**config.mk**
```make
export PLATFORM = sky130hd
export DESIGN_NAME = i2c_tgt_ack_ctrl
export DESIGN_NICKNAME = d
export VERILOG_FILES = /design/src/rtl/i2c_tgt_ack_pkg.sv /design/src/rtl/i2c_tgt_ack_regs.sv /design/src/rtl/i2c_tgt_ack_evt.sv /design/src/rtl/i2c_tgt_ack_resp.sv /design/src/rtl/i2c_tgt_ack_ctrl.sv
export SDC_FILE = /design/constraint.sdc
export NUM_CORES = 1
export LEC_CHECK = 0
export BUFFER_PORTS_ARGS = -buffer_cell sky130_fd_sc_hd__buf_4
export CAP_MARGIN = 20
export CORE_AREA = 4 4 51 53
export DETAILED_ROUTE_END_ITERATION = 8
export DIE_AREA = 0 0 55 57
export GPL_TIMING_DRIVEN = 0
export PLACE_DENSITY = 0.68
export RECOVER_POWER = 25
export SYNTH_ARGS = -nofsm -noshare
export SYNTH_HDL_FRONTEND = slang
export SYNTH_SLANG_ARGS = --single-unit
export TNS_END_PERCENT = 20
```
**constraint.sdc**
```tcl
create_clock -name clk -period 1.25 [get_ports clk]
set_clock_uncertainty 0.2 [all_clocks]
set_input_delay 0 -clock clk [delete_from_list [all_inputs] [get_ports clk]]
set_output_delay 0 -clock clk [all_outputs]
set_load 0.02 [all_outputs]
```
**src/rtl/i2c_tgt_ack_pkg.sv**
```systemverilog
// Package: shared command codes, register offsets, bit positions and the
// response bundle used by the acknowledge command controller.
package i2c_tgt_ack_pkg;

    // Command field codes written into control B bits 1:0.
    typedef enum logic [1:0] {
        CMD_IDLE = 2'b00,
        CMD_RSVD = 2'b01,
        CMD_DONE = 2'b10,
        CMD_RESP = 2'b11
    } cmd_e;

    // One release decision, registered and sent to the byte engine.
    typedef struct packed {
        logic rel;
        logic ack_en;
        logic nack;
        logic wait_s;
    } resp_t;

    // Register offsets on the CPU port.
    localparam int OFS_CTRLA = 0;
    localparam int OFS_CTRLB = 1;
    localparam int OFS_DATA  = 2;
    localparam int OFS_STAT  = 3;

    // Bit positions inside the registers.
    localparam int SMEN_BIT   = 0;
    localparam int ACKSEL_BIT = 2;
    localparam int CMD_LSB    = 0;
    localparam int CMD_W      = 2;
    localparam int STAT_DATA  = 0;
    localparam int STAT_ADDR  = 1;
    localparam int STAT_DIR   = 2;

endpackage

```
**src/rtl/i2c_tgt_ack_regs.sv**
```systemverilog
// Register block: holds the smart-mode enable and the acknowledge select,
// decodes command writes into a strobe and produces the combinational read
// mux. Assumes one CPU access per cycle; when write and read are both
// asserted, the read is not treated as a data-register read trigger.
module i2c_tgt_ack_regs
    import i2c_tgt_ack_pkg::*;
#(
    parameter int REG_W  = 8,
    parameter int ADDR_W = 2
) (
    input  logic              clk,
    input  logic              rst_n,
    input  logic              wr_en,
    input  logic              rd_en,
    input  logic [ADDR_W-1:0] addr,
    input  logic [REG_W-1:0]  wdata,
    input  logic [REG_W-1:0]  byte_q,
    input  logic              data_pend,
    input  logic              addr_pend,
    input  logic              dir_q,
    output logic [REG_W-1:0]  rdata,
    output logic              smen,
    output logic              ack_sel,
    output logic              cmd_stb,
    output cmd_e              cmd,
    output logic              cmd_ack_sel,
    output logic              data_rd_stb
);

    localparam logic [ADDR_W-1:0] A_CTRLA = ADDR_W'(OFS_CTRLA);
    localparam logic [ADDR_W-1:0] A_CTRLB = ADDR_W'(OFS_CTRLB);
    localparam logic [ADDR_W-1:0] A_DATA  = ADDR_W'(OFS_DATA);
    localparam logic [ADDR_W-1:0] A_STAT  = ADDR_W'(OFS_STAT);

    logic smen_q;
    logic ack_sel_q;
    logic ctrla_wr;
    logic ctrlb_wr;
    logic unused_wdata_bits;

    assign ctrla_wr = wr_en && (addr == A_CTRLA);
    assign ctrlb_wr = wr_en && (addr == A_CTRLB);
    assign unused_wdata_bits = ^wdata;

    // Store the configuration bits; reserved bits are not kept.
    always_ff @(posedge clk) begin
        if (!rst_n) begin
            smen_q    <= 1'b0;
            ack_sel_q <= 1'b0;
        end else begin
            if (ctrla_wr) smen_q    <= wdata[SMEN_BIT];
            if (ctrlb_wr) ack_sel_q <= wdata[ACKSEL_BIT];
        end
    end

    // Command strobe and its acknowledge select come straight from the write.
    always_comb begin
        cmd_stb     = ctrlb_wr;
        cmd         = cmd_e'(wdata[CMD_LSB +: CMD_W]);
        cmd_ack_sel = wdata[ACKSEL_BIT];
        data_rd_stb = rd_en && !wr_en && (addr == A_DATA);
    end

    assign smen    = smen_q;
    assign ack_sel = ack_sel_q;

    // Read mux; command bits and reserved bits always return zero.
    always_comb begin
        rdata = '0;
        if (rd_en) begin
            case (addr)
                A_CTRLA: rdata[SMEN_BIT]   = smen_q;
                A_CTRLB: rdata[ACKSEL_BIT] = ack_sel_q;
                A_DATA:  rdata             = byte_q;
                A_STAT: begin
                    rdata[STAT_DATA] = data_pend;
                    rdata[STAT_ADDR] = addr_pend;
                    rdata[STAT_DIR]  = dir_q;
                end
                default: rdata = '0;
            endcase
        end
    end

endmodule

```
**src/rtl/i2c_tgt_ack_evt.sv**
```systemverilog
// Event tracker: latches which engine event is pending, its direction and
// its byte. A new event wins over a clear in the same cycle so that no
// event is lost. Assumes the engine never raises both events together;
// if it does, the address event takes precedence.
module i2c_tgt_ack_evt #(
    parameter int REG_W = 8
) (
    input  logic             clk,
    input  logic             rst_n,
    input  logic             addr_evt,
    input  logic             data_evt,
    input  logic             dir_in,
    input  logic [REG_W-1:0] byte_in,
    input  logic             clr,
    output logic             addr_pend,
    output logic             data_pend,
    output logic             dir_q,
    output logic [REG_W-1:0] byte_q
);

    // Pending flags: set by events, cleared by a release, set has priority.
    always_ff @(posedge clk) begin
        if (!rst_n) begin
            addr_pend <= 1'b0;
            data_pend <= 1'b0;
        end else if (addr_evt) begin
            addr_pend <= 1'b1;
            data_pend <= 1'b0;
        end else if (data_evt) begin
            addr_pend <= 1'b0;
            data_pend <= 1'b1;
        end else if (clr) begin
            addr_pend <= 1'b0;
            data_pend <= 1'b0;
        end
    end

    // Capture the direction and the byte with each event.
    always_ff @(posedge clk) begin
        if (!rst_n) begin
            dir_q  <= 1'b0;
            byte_q <= '0;
        end else if (addr_evt || data_evt) begin
            dir_q  <= dir_in;
            byte_q <= byte_in;
        end
    end

endmodule

```
**src/rtl/i2c_tgt_ack_resp.sv**
```systemverilog
// Response decoder: turns a command strobe or a smart-mode data read into
// a registered release bundle for the byte engine. The acknowledge is only
// requested when the pending event is a byte the slave received.
module i2c_tgt_ack_resp
    import i2c_tgt_ack_pkg::*;
(
    input  logic  clk,
    input  logic  rst_n,
    input  logic  cmd_stb,
    input  cmd_e  cmd,
    input  logic  cmd_ack_sel,
    input  logic  data_rd_stb,
    input  logic  smen,
    input  logic  ack_sel,
    input  logic  addr_pend,
    input  logic  data_pend,
    input  logic  dir_q,
    output resp_t resp_q,
    output logic  clr
);

    logic  pend;
    logic  rx_case;
    logic  cmd_go;
    logic  smart_go;
    resp_t resp_d;

    // Classify the pending event and decide whether this access releases.
    always_comb begin
        pend     = addr_pend || data_pend;
        rx_case  = addr_pend || (data_pend && !dir_q);
        cmd_go   = cmd_stb && pend && ((cmd == CMD_DONE) || (cmd == CMD_RESP));
        smart_go = smen && data_rd_stb && pend && rx_case;
    end

    // Build the release bundle for the next cycle.
    always_comb begin
        resp_d        = '0;
        resp_d.rel    = cmd_go || smart_go;
        resp_d.ack_en = (cmd_go || smart_go) && rx_case;
        resp_d.nack   = resp_d.ack_en && (cmd_go ? cmd_ack_sel : ack_sel);
        resp_d.wait_s = cmd_go && (cmd == CMD_DONE);
        clr           = resp_d.rel;
    end

    // Register the bundle so every output is a clean one-cycle pulse.
    always_ff @(posedge clk) begin
        if (!rst_n) resp_q <= '0;
        else        resp_q <= resp_d;
    end

endmodule

```
**src/rtl/i2c_tgt_ack_ctrl.sv**
```systemverilog
// Top: I2C slave acknowledge command controller. Connects the register
// block, the event tracker and the response decoder. Assumes the engine
// holds SCL for as long as stretch_hold is high and acts on rel_pulse.
module i2c_tgt_ack_ctrl
    import i2c_tgt_ack_pkg::*;
#(
    parameter int REG_W  = 8,
    parameter int ADDR_W = 2
) (
    input  logic              clk,
    input  logic              rst_n,
    input  logic              reg_wr_en,
    input  logic              reg_rd_en,
    input  logic [ADDR_W-1:0] reg_addr,
    input  logic [REG_W-1:0]  reg_wdata,
    output logic [REG_W-1:0]  reg_rdata,
    input  logic              eng_addr_evt,
    input  logic              eng_data_evt,
    input  logic              eng_dir,
    input  logic [REG_W-1:0]  eng_byte,
    output logic              stretch_hold,
    output logic              rel_pulse,
    output logic              ack_en,
    output logic              ack_nack,
    output logic              wait_start
);

    logic             smen;
    logic             ack_sel;
    logic             cmd_stb;
    cmd_e             cmd;
    logic             cmd_ack_sel;
    logic             data_rd_stb;
    logic             addr_pend;
    logic             data_pend;
    logic             dir_q;
    logic [REG_W-1:0] byte_q;
    logic             clr;
    resp_t            resp_q;

    i2c_tgt_ack_regs #(.REG_W(REG_W), .ADDR_W(ADDR_W)) u_regs (
        .clk         (clk),
        .rst_n       (rst_n),
        .wr_en       (reg_wr_en),
        .rd_en       (reg_rd_en),
        .addr        (reg_addr),
        .wdata       (reg_wdata),
        .byte_q      (byte_q),
        .data_pend   (data_pend),
        .addr_pend   (addr_pend),
        .dir_q       (dir_q),
        .rdata       (reg_rdata),
        .smen        (smen),
        .ack_sel     (ack_sel),
        .cmd_stb     (cmd_stb),
        .cmd         (cmd),
        .cmd_ack_sel (cmd_ack_sel),
        .data_rd_stb (data_rd_stb)
    );

    i2c_tgt_ack_evt #(.REG_W(REG_W)) u_evt (
        .clk       (clk),
        .rst_n     (rst_n),
        .addr_evt  (eng_addr_evt),
        .data_evt  (eng_data_evt),
        .dir_in    (eng_dir),
        .byte_in   (eng_byte),
        .clr       (clr),
        .addr_pend (addr_pend),
        .data_pend (data_pend),
        .dir_q     (dir_q),
        .byte_q    (byte_q)
    );

    i2c_tgt_ack_resp u_resp (
        .clk         (clk),
        .rst_n       (rst_n),
        .cmd_stb     (cmd_stb),
        .cmd         (cmd),
        .cmd_ack_sel (cmd_ack_sel),
        .data_rd_stb (data_rd_stb),
        .smen        (smen),
        .ack_sel     (ack_sel),
        .addr_pend   (addr_pend),
        .data_pend   (data_pend),
        .dir_q       (dir_q),
        .resp_q      (resp_q),
        .clr         (clr)
    );

    // Drive the engine-facing outputs from the flags and the release bundle.
    always_comb begin
        stretch_hold = addr_pend || data_pend;
        rel_pulse    = resp_q.rel;
        ack_en       = resp_q.ack_en;
        ack_nack     = resp_q.nack;
        wait_start   = resp_q.wait_s;
    end

endmodule

```
==> metrics, run 1 <==
# DRC 0; GR Util met2 approximately a quarter; post-synthesis sequential area ratio roughly two fifths; Worst Hold Path EP u_evt.byte_q[1]$_SDFFE_PN0P_; period utilisation layout 113%; setup violation total in the final timing report 4; Cells after Synth between 90 and 100; synthesized flop and latch total 17; DPL Wire Length about 1500 um; simple-gate share of the synthesized area 25.6%; Num Clock Sinks 17; smallest hold slack -0.161 ns; CTS tree done; clock transition at the registers of the reported paths 0.10 ns; most frequent cell after synthesis dfxtp_1; global route overflow 0; Setup WS post-layout -0.159 ns; worst r2r path cells 4; commonest cells in the netlist dfxtp_1 (17), nand2_1 (12), a21boi_0 (11); core box area 2150 um2; clock root buffer clkbuf_4; Initial Utilization roughly two fifths; status finished with violations; Worst R2R Setup Slack around 0.01 ns; drt wl/cell approximately 13 um; first-pass GRT wire length ~3500 um; Synth Area in XOR/XNOR 0%; PortBufs 31; Die Y 57 um; CP required 1.05 ns; Final GP Congestion 0.739; clk_lat worst skew 0.29 ns; Layout Cells excl Fill about 170; die area around 3100 um2; crit path time final ~1.4 ns; row count 17; Mean Syn Cell Area roughly 9.2 um2; Synth top area share about two fifths; RR Endpoint u_evt.data_pend$_SDFFE_PP0P_; FFs w/ async S/R, synth 0%; vias in the first global route 827; Synth Cell Area ~840 um2; FF+latch area 347 um2; post-synthesis mux area share under 10%; CTS Buf Count 3; htree depth 1; met1 usage ~17%; synth top area cells dfxtp_1 (41%), a21boi_0 (9.8%), o21ai_0 (6.0%); CP Class reg2out; GR Util met3 under 10%; DRT iter0 DRCs 7; PwrDens 834 nW/um2; relative slew slack between 70% and 80%; Slew Viols, Final 0; clock buffer depth 2; VDD IR max around 440 uV; unrepaired setup endpoints after global routing yes; drt via density 4.83; cell count after placement 150; largest family of logic cells by synthesized area simple AND/OR/NAND/NOR gates; worst-margin pin slew 0.417 ns; hold path depth 4; total power around 1100 uW; Critical Path AT about 1.2 ns; largest net degree at the start of global routing 11; max_cap viols 0; EDFF count, synth 0; Final Hold Violating Endpoints 9; Synth area leader dfxtp_1; GRT busiest layer met2; Area Overhead vs Synth 59.9%; fmax roughly 700 MHz; Detail Route Antenna Nets 0; vias between 800 and 900; Final nets 170; Die Wd between 50 and 60 um; Main synth FF type dfxtp_1; hold-fix buffer count after cts 17; Synth warnings 0; initial antenna violation count 0; synth unique cells 29; HP Start eng_addr_evt; layout cells sized above 1 between 30% and 40%; crit path capture type primary output; CP max FO 2; Multi-input gate area roughly 500 um2; Setup crit start kind flop; I/O Pins 38; failing checks hold timing, setup timing; Compound-Gate Fraction of Synth Area between 20 and 25%; Post-Synth Adder-Cell Area 0%; P_leak 0.000555 uW; post-synth net total 116; total track usage 15.0%; drt total wl between 2000 and 2500 um; # fillers about 210; Hold Crit Class in2reg; reg2reg start u_evt.data_pend$_SDFFE_PP0P_; antenna fix cells 0; first drt pass iteration count 4
==> flip-flops by register name (all words and copies together) (netlist names) <==
name and count:
u_evt.byte_q 8, u_resp.resp_q 4, u_evt.addr_pend 1, u_evt.data_pend 1, u_evt.dir_q 1, u_regs.ack_sel 1
u_regs.smen 1
==> how the worst max path moves through the flow <==
stage | end | from | depth (start not counted)
finish | reg_rdata[0] | u_evt.byte_q[0]$_SDFFE_PN0P_ | 4
global route | reg_rdata[0] | u_evt.data_pend$_SDFFE_PP0P_ | 4
CTS | reg_rdata[0] | u_evt.data_pend$_SDFFE_PP0P_ | 4
detailed placement | u_evt.data_pend$_SDFFE_PP0P_ | u_evt.addr_pend$_SDFFE_PN0P_ | 3
global placement | u_evt.data_pend$_SDFFE_PP0P_ | u_evt.addr_pend$_SDFFE_PN0P_ | 3
floorplan | u_evt.addr_pend$_SDFFE_PN0P_ | u_evt.addr_pend$_SDFFE_PN0P_ | 3
==> stage by stage <==
| stage | worst slack (ns) | area (um2) | utilization [%] | TNS, ns |
|---|---|---|---|---|
| after global routing | -0.222 | 1340 | 62.5 | -0.659 |
| after global placement | -0.0379 | 1110 | 51.7 | -0.0733 |
| after floorplan | 0.00228 | 842 | - | 0 |
| after detailed placement | -0.0569 | 1110 | 51.7 | -0.107 |
| final | -0.159 | 1340 | 62.5 | -0.325 |
| after CTS | -0.194 | 1320 | 61.4 | -1.85 |
==> worst max-delay path, cell delays in order (launching register included) <==
cell     delay, ns
dfxtp_1       0.32
mux2_4        0.27
a22oi_2       0.11
nor2b_1       0.06
buf_4         0.15
==> placed cells by master (no fill, tap or decap), types with 4 or more instances in the layout <==
cell type,instances
clkbuf_4,4
buf_4,25
a21boi_0,10
o21ai_0,9
and2_2,6
nand2_1,11
clkbuf_1,7
dfxtp_1,14
dlygate4sd3_1,17
buf_6,4
==> cells by family after synthesis <==
group / count (synthesis)
and+or+nand+nor: 36
muxes: 4
buffers and inverters: 5
DFF: 17
AOI/OAI and AO/OA: 29
==> power breakdown <==
| group | internal, uW | switching, uW |
|---|---|---|
| Combinational | 144 | 104 |
| Sequential | 567 | 15.7 |
| Clock | 124 | 165 |
| Total | 835 | 285 |
==> cell type report <==
cell class              instances  share of cell area (%)
plain buffers                   5                    2.61
clock buffers                   4                    1.96
well taps                      28                    2.61
multi-input cells              69                    37.0
flip-flops and latches         17                    25.8
repair buffers                 49                    30.0
==> repair_timing <==
item | in CTS | in global routing
endpoints found under the setup margin | 6 | 16
pin swaps | 1 | 4
setup buffers | 1 | 0
resized for setup | 4 | 12
endpoints found under the hold margin | 17 | 9
==> layer usage <==
metal,vias up,part of all wire (%)
met5,-,0
met1,382,41
met3,3,4.1
met2,17,54
li1,429,-
met4,0,1.1
Power figures use the tool's default switching activity.
==> inputs of run 2 (changes only) <==
- CORE_AREA: 4 4 51 53 -> 4 4 48 50
- DIE_AREA: 0 0 55 57 -> 0 0 52 54
- PLACE_DENSITY: 0.68 -> 0.73
- clock period: 1.25 -> 1.7 ns (I/O delays scaled with it)
==> run 2 against run 1 <==
The run ends with hold timing left. Via count is 5.3% higher. Combinational power is 25% lower. First-iteration DRC count is 86% higher. Register-to-register slack better by 0.22 ns. Core utilization is 8.7 points higher. Cell area is 0.84% higher. Sequential share of layout area is 0.68 points lower. Non-clock buffer count is 6 higher. Critical endpoint is now u_evt.dir_q$_SDFFE_PN0P_. Largest cell class is now non-clock buffers.
==> metrics, run 2 (synthesis gave the netlist of run 1 again) <==
status finished with violations; failing checks hold timing; vias in the first global route 899; Num Clock Sinks 17; total track usage about a fifth; Final Hold Violating Endpoints 1; Max Used Layer met4; max_cap viols 0; I/O Pins 38; setup violation total in the final timing report 0; relative slew slack between 50% and 60%; core box area around 1900 um2; row count 16; PwrDens 610 nW/um2; VDD IR max roughly 480 uV; drt wl/cell between 10 and 15 um; Area Overhead vs Synth 61.3%; CP required between 1.5 and 2 ns; clock buffer depth 2; layout cells sized above 1 between 20% and 30%; antenna fix cells 0; global route overflow 0; largest net degree at the start of global routing 11; CTS Buf Count 3; Die Wd roughly 52 um; Slew Viols, Final 0; smallest hold slack -0.00545 ns; DR WL met2 ~1300 um; Largest register FFs 8; worst r2r path cells 3; Initial Utilization roughly 44%; Detail Route Antenna Nets 0; Final GP Congestion ~0.72; Hold Crit Class in2reg; hold path depth 4; clock root buffer clkbuf_4; clock transition at the registers of the reported paths approximately 0.10 ns; worst-margin pin slew between 0.5 and 0.6 ns; drt total wl roughly 2300 um; met3 routed WL roughly 96 um; CP Class in2reg; DRT iter0 DRCs 13; largest registers u_evt.byte_q (8), u_resp.resp_q (4); htree depth 1; unrepaired setup endpoints after global routing no; die area between 2000 and 3000 um2; P_leak about 0.00058 uW; DPL Wire Length about 1500 um; first drt pass iteration count 4; met1 WL ~940 um; PortBufs 31; most frequent cells in the layout dlygate4sd3_1 (24), buf_4 (24), dfxtp_1 (17), nand2_1 (12); Final nets 176; crit path capture type flop; # DRC 0; CP max FO 9; fmax approximately 670 MHz; CTS tree done; Setup crit start kind primary input; Die Y ~54 um; vias about 900; Largest Register u_evt.byte_q; crit path time final 1.50 ns; clk_lat worst skew 0.29 ns; initial antenna violation count 0; first-pass GRT wire length around 3900 um; total negative slack 0 ns; Critical Path AT 1.54 ns; period utilisation layout between 80% and 90%; drt via density slightly below 5
run 2: final cells by class:
class                   count  area, um2
clock buffers               4       26.3
flip-flops and latches     17        340
plain buffers               4       30.0
fillers                   166        548
multi-input cells          69        464
repair buffers             56        459
well taps                  27       33.8
run 2: power by group:
group	internal, uW	switching, uW
combinational	110	75.2
clock	91.3	122
sequential	417	11.4
run 2: final timing paths:
check | start | slack [ns] | endpoint
worst min-delay path | reg_addr[0] | -0.005 | u_regs.smen$_SDFFE_PN0P_
worst max register to register | u_evt.dir_q$_SDFFE_PN0P_ | 0.23 | u_evt.dir_q$_SDFFE_PN0P_
worst min register to register | u_regs.ack_sel$_SDFFE_PN0P_ | 0.32 | u_resp.resp_q[1]$_SDFF_PN0_
worst max-delay path | eng_addr_evt | 0.20 | u_evt.dir_q$_SDFFE_PN0P_
run 2: metrics by stage:
step           util [%]  power, uW  area, um2  worst slack (ns)  std cells
2_1_floorplan         -        508        840             0.414         91
3_3_place_gp       58.2        570       1110             0.388        149
3_5_place_dp       58.2        572       1110             0.374        149
4_1_cts            72.7        824       1380            0.0274        178
5_1_grt            71.2        865       1350            0.0659        177
6_report           71.2        826       1350             0.199        177
run 2: critical path, stage by stage:
cell,delay [ns]
buf_4,0.12
nor2_1,0.47
nand2_1,0.15
a21boi_0,0.22
dlygate4sd3_1,0.58
run 2: what timing repair did:
| item | in CTS | in global routing |
|---|---|---|
| endpoints found under the setup margin | 0 | 8 |
| buffers inserted | 0 | 0 |
| hold buffers | 25 | 0 |
| endpoints found under the hold margin | 17 | 0 |
| gates resized for setup | 0 | 4 |
run 2: routing by layer:
layer | track usage (%) | up-vias
li1 | - | 436
met1 | 20.3 | 409
met2 | 35.1 | 24
met3 | 5.26 | 6
met4 | 7.42 | 0
met5 | 0 | -
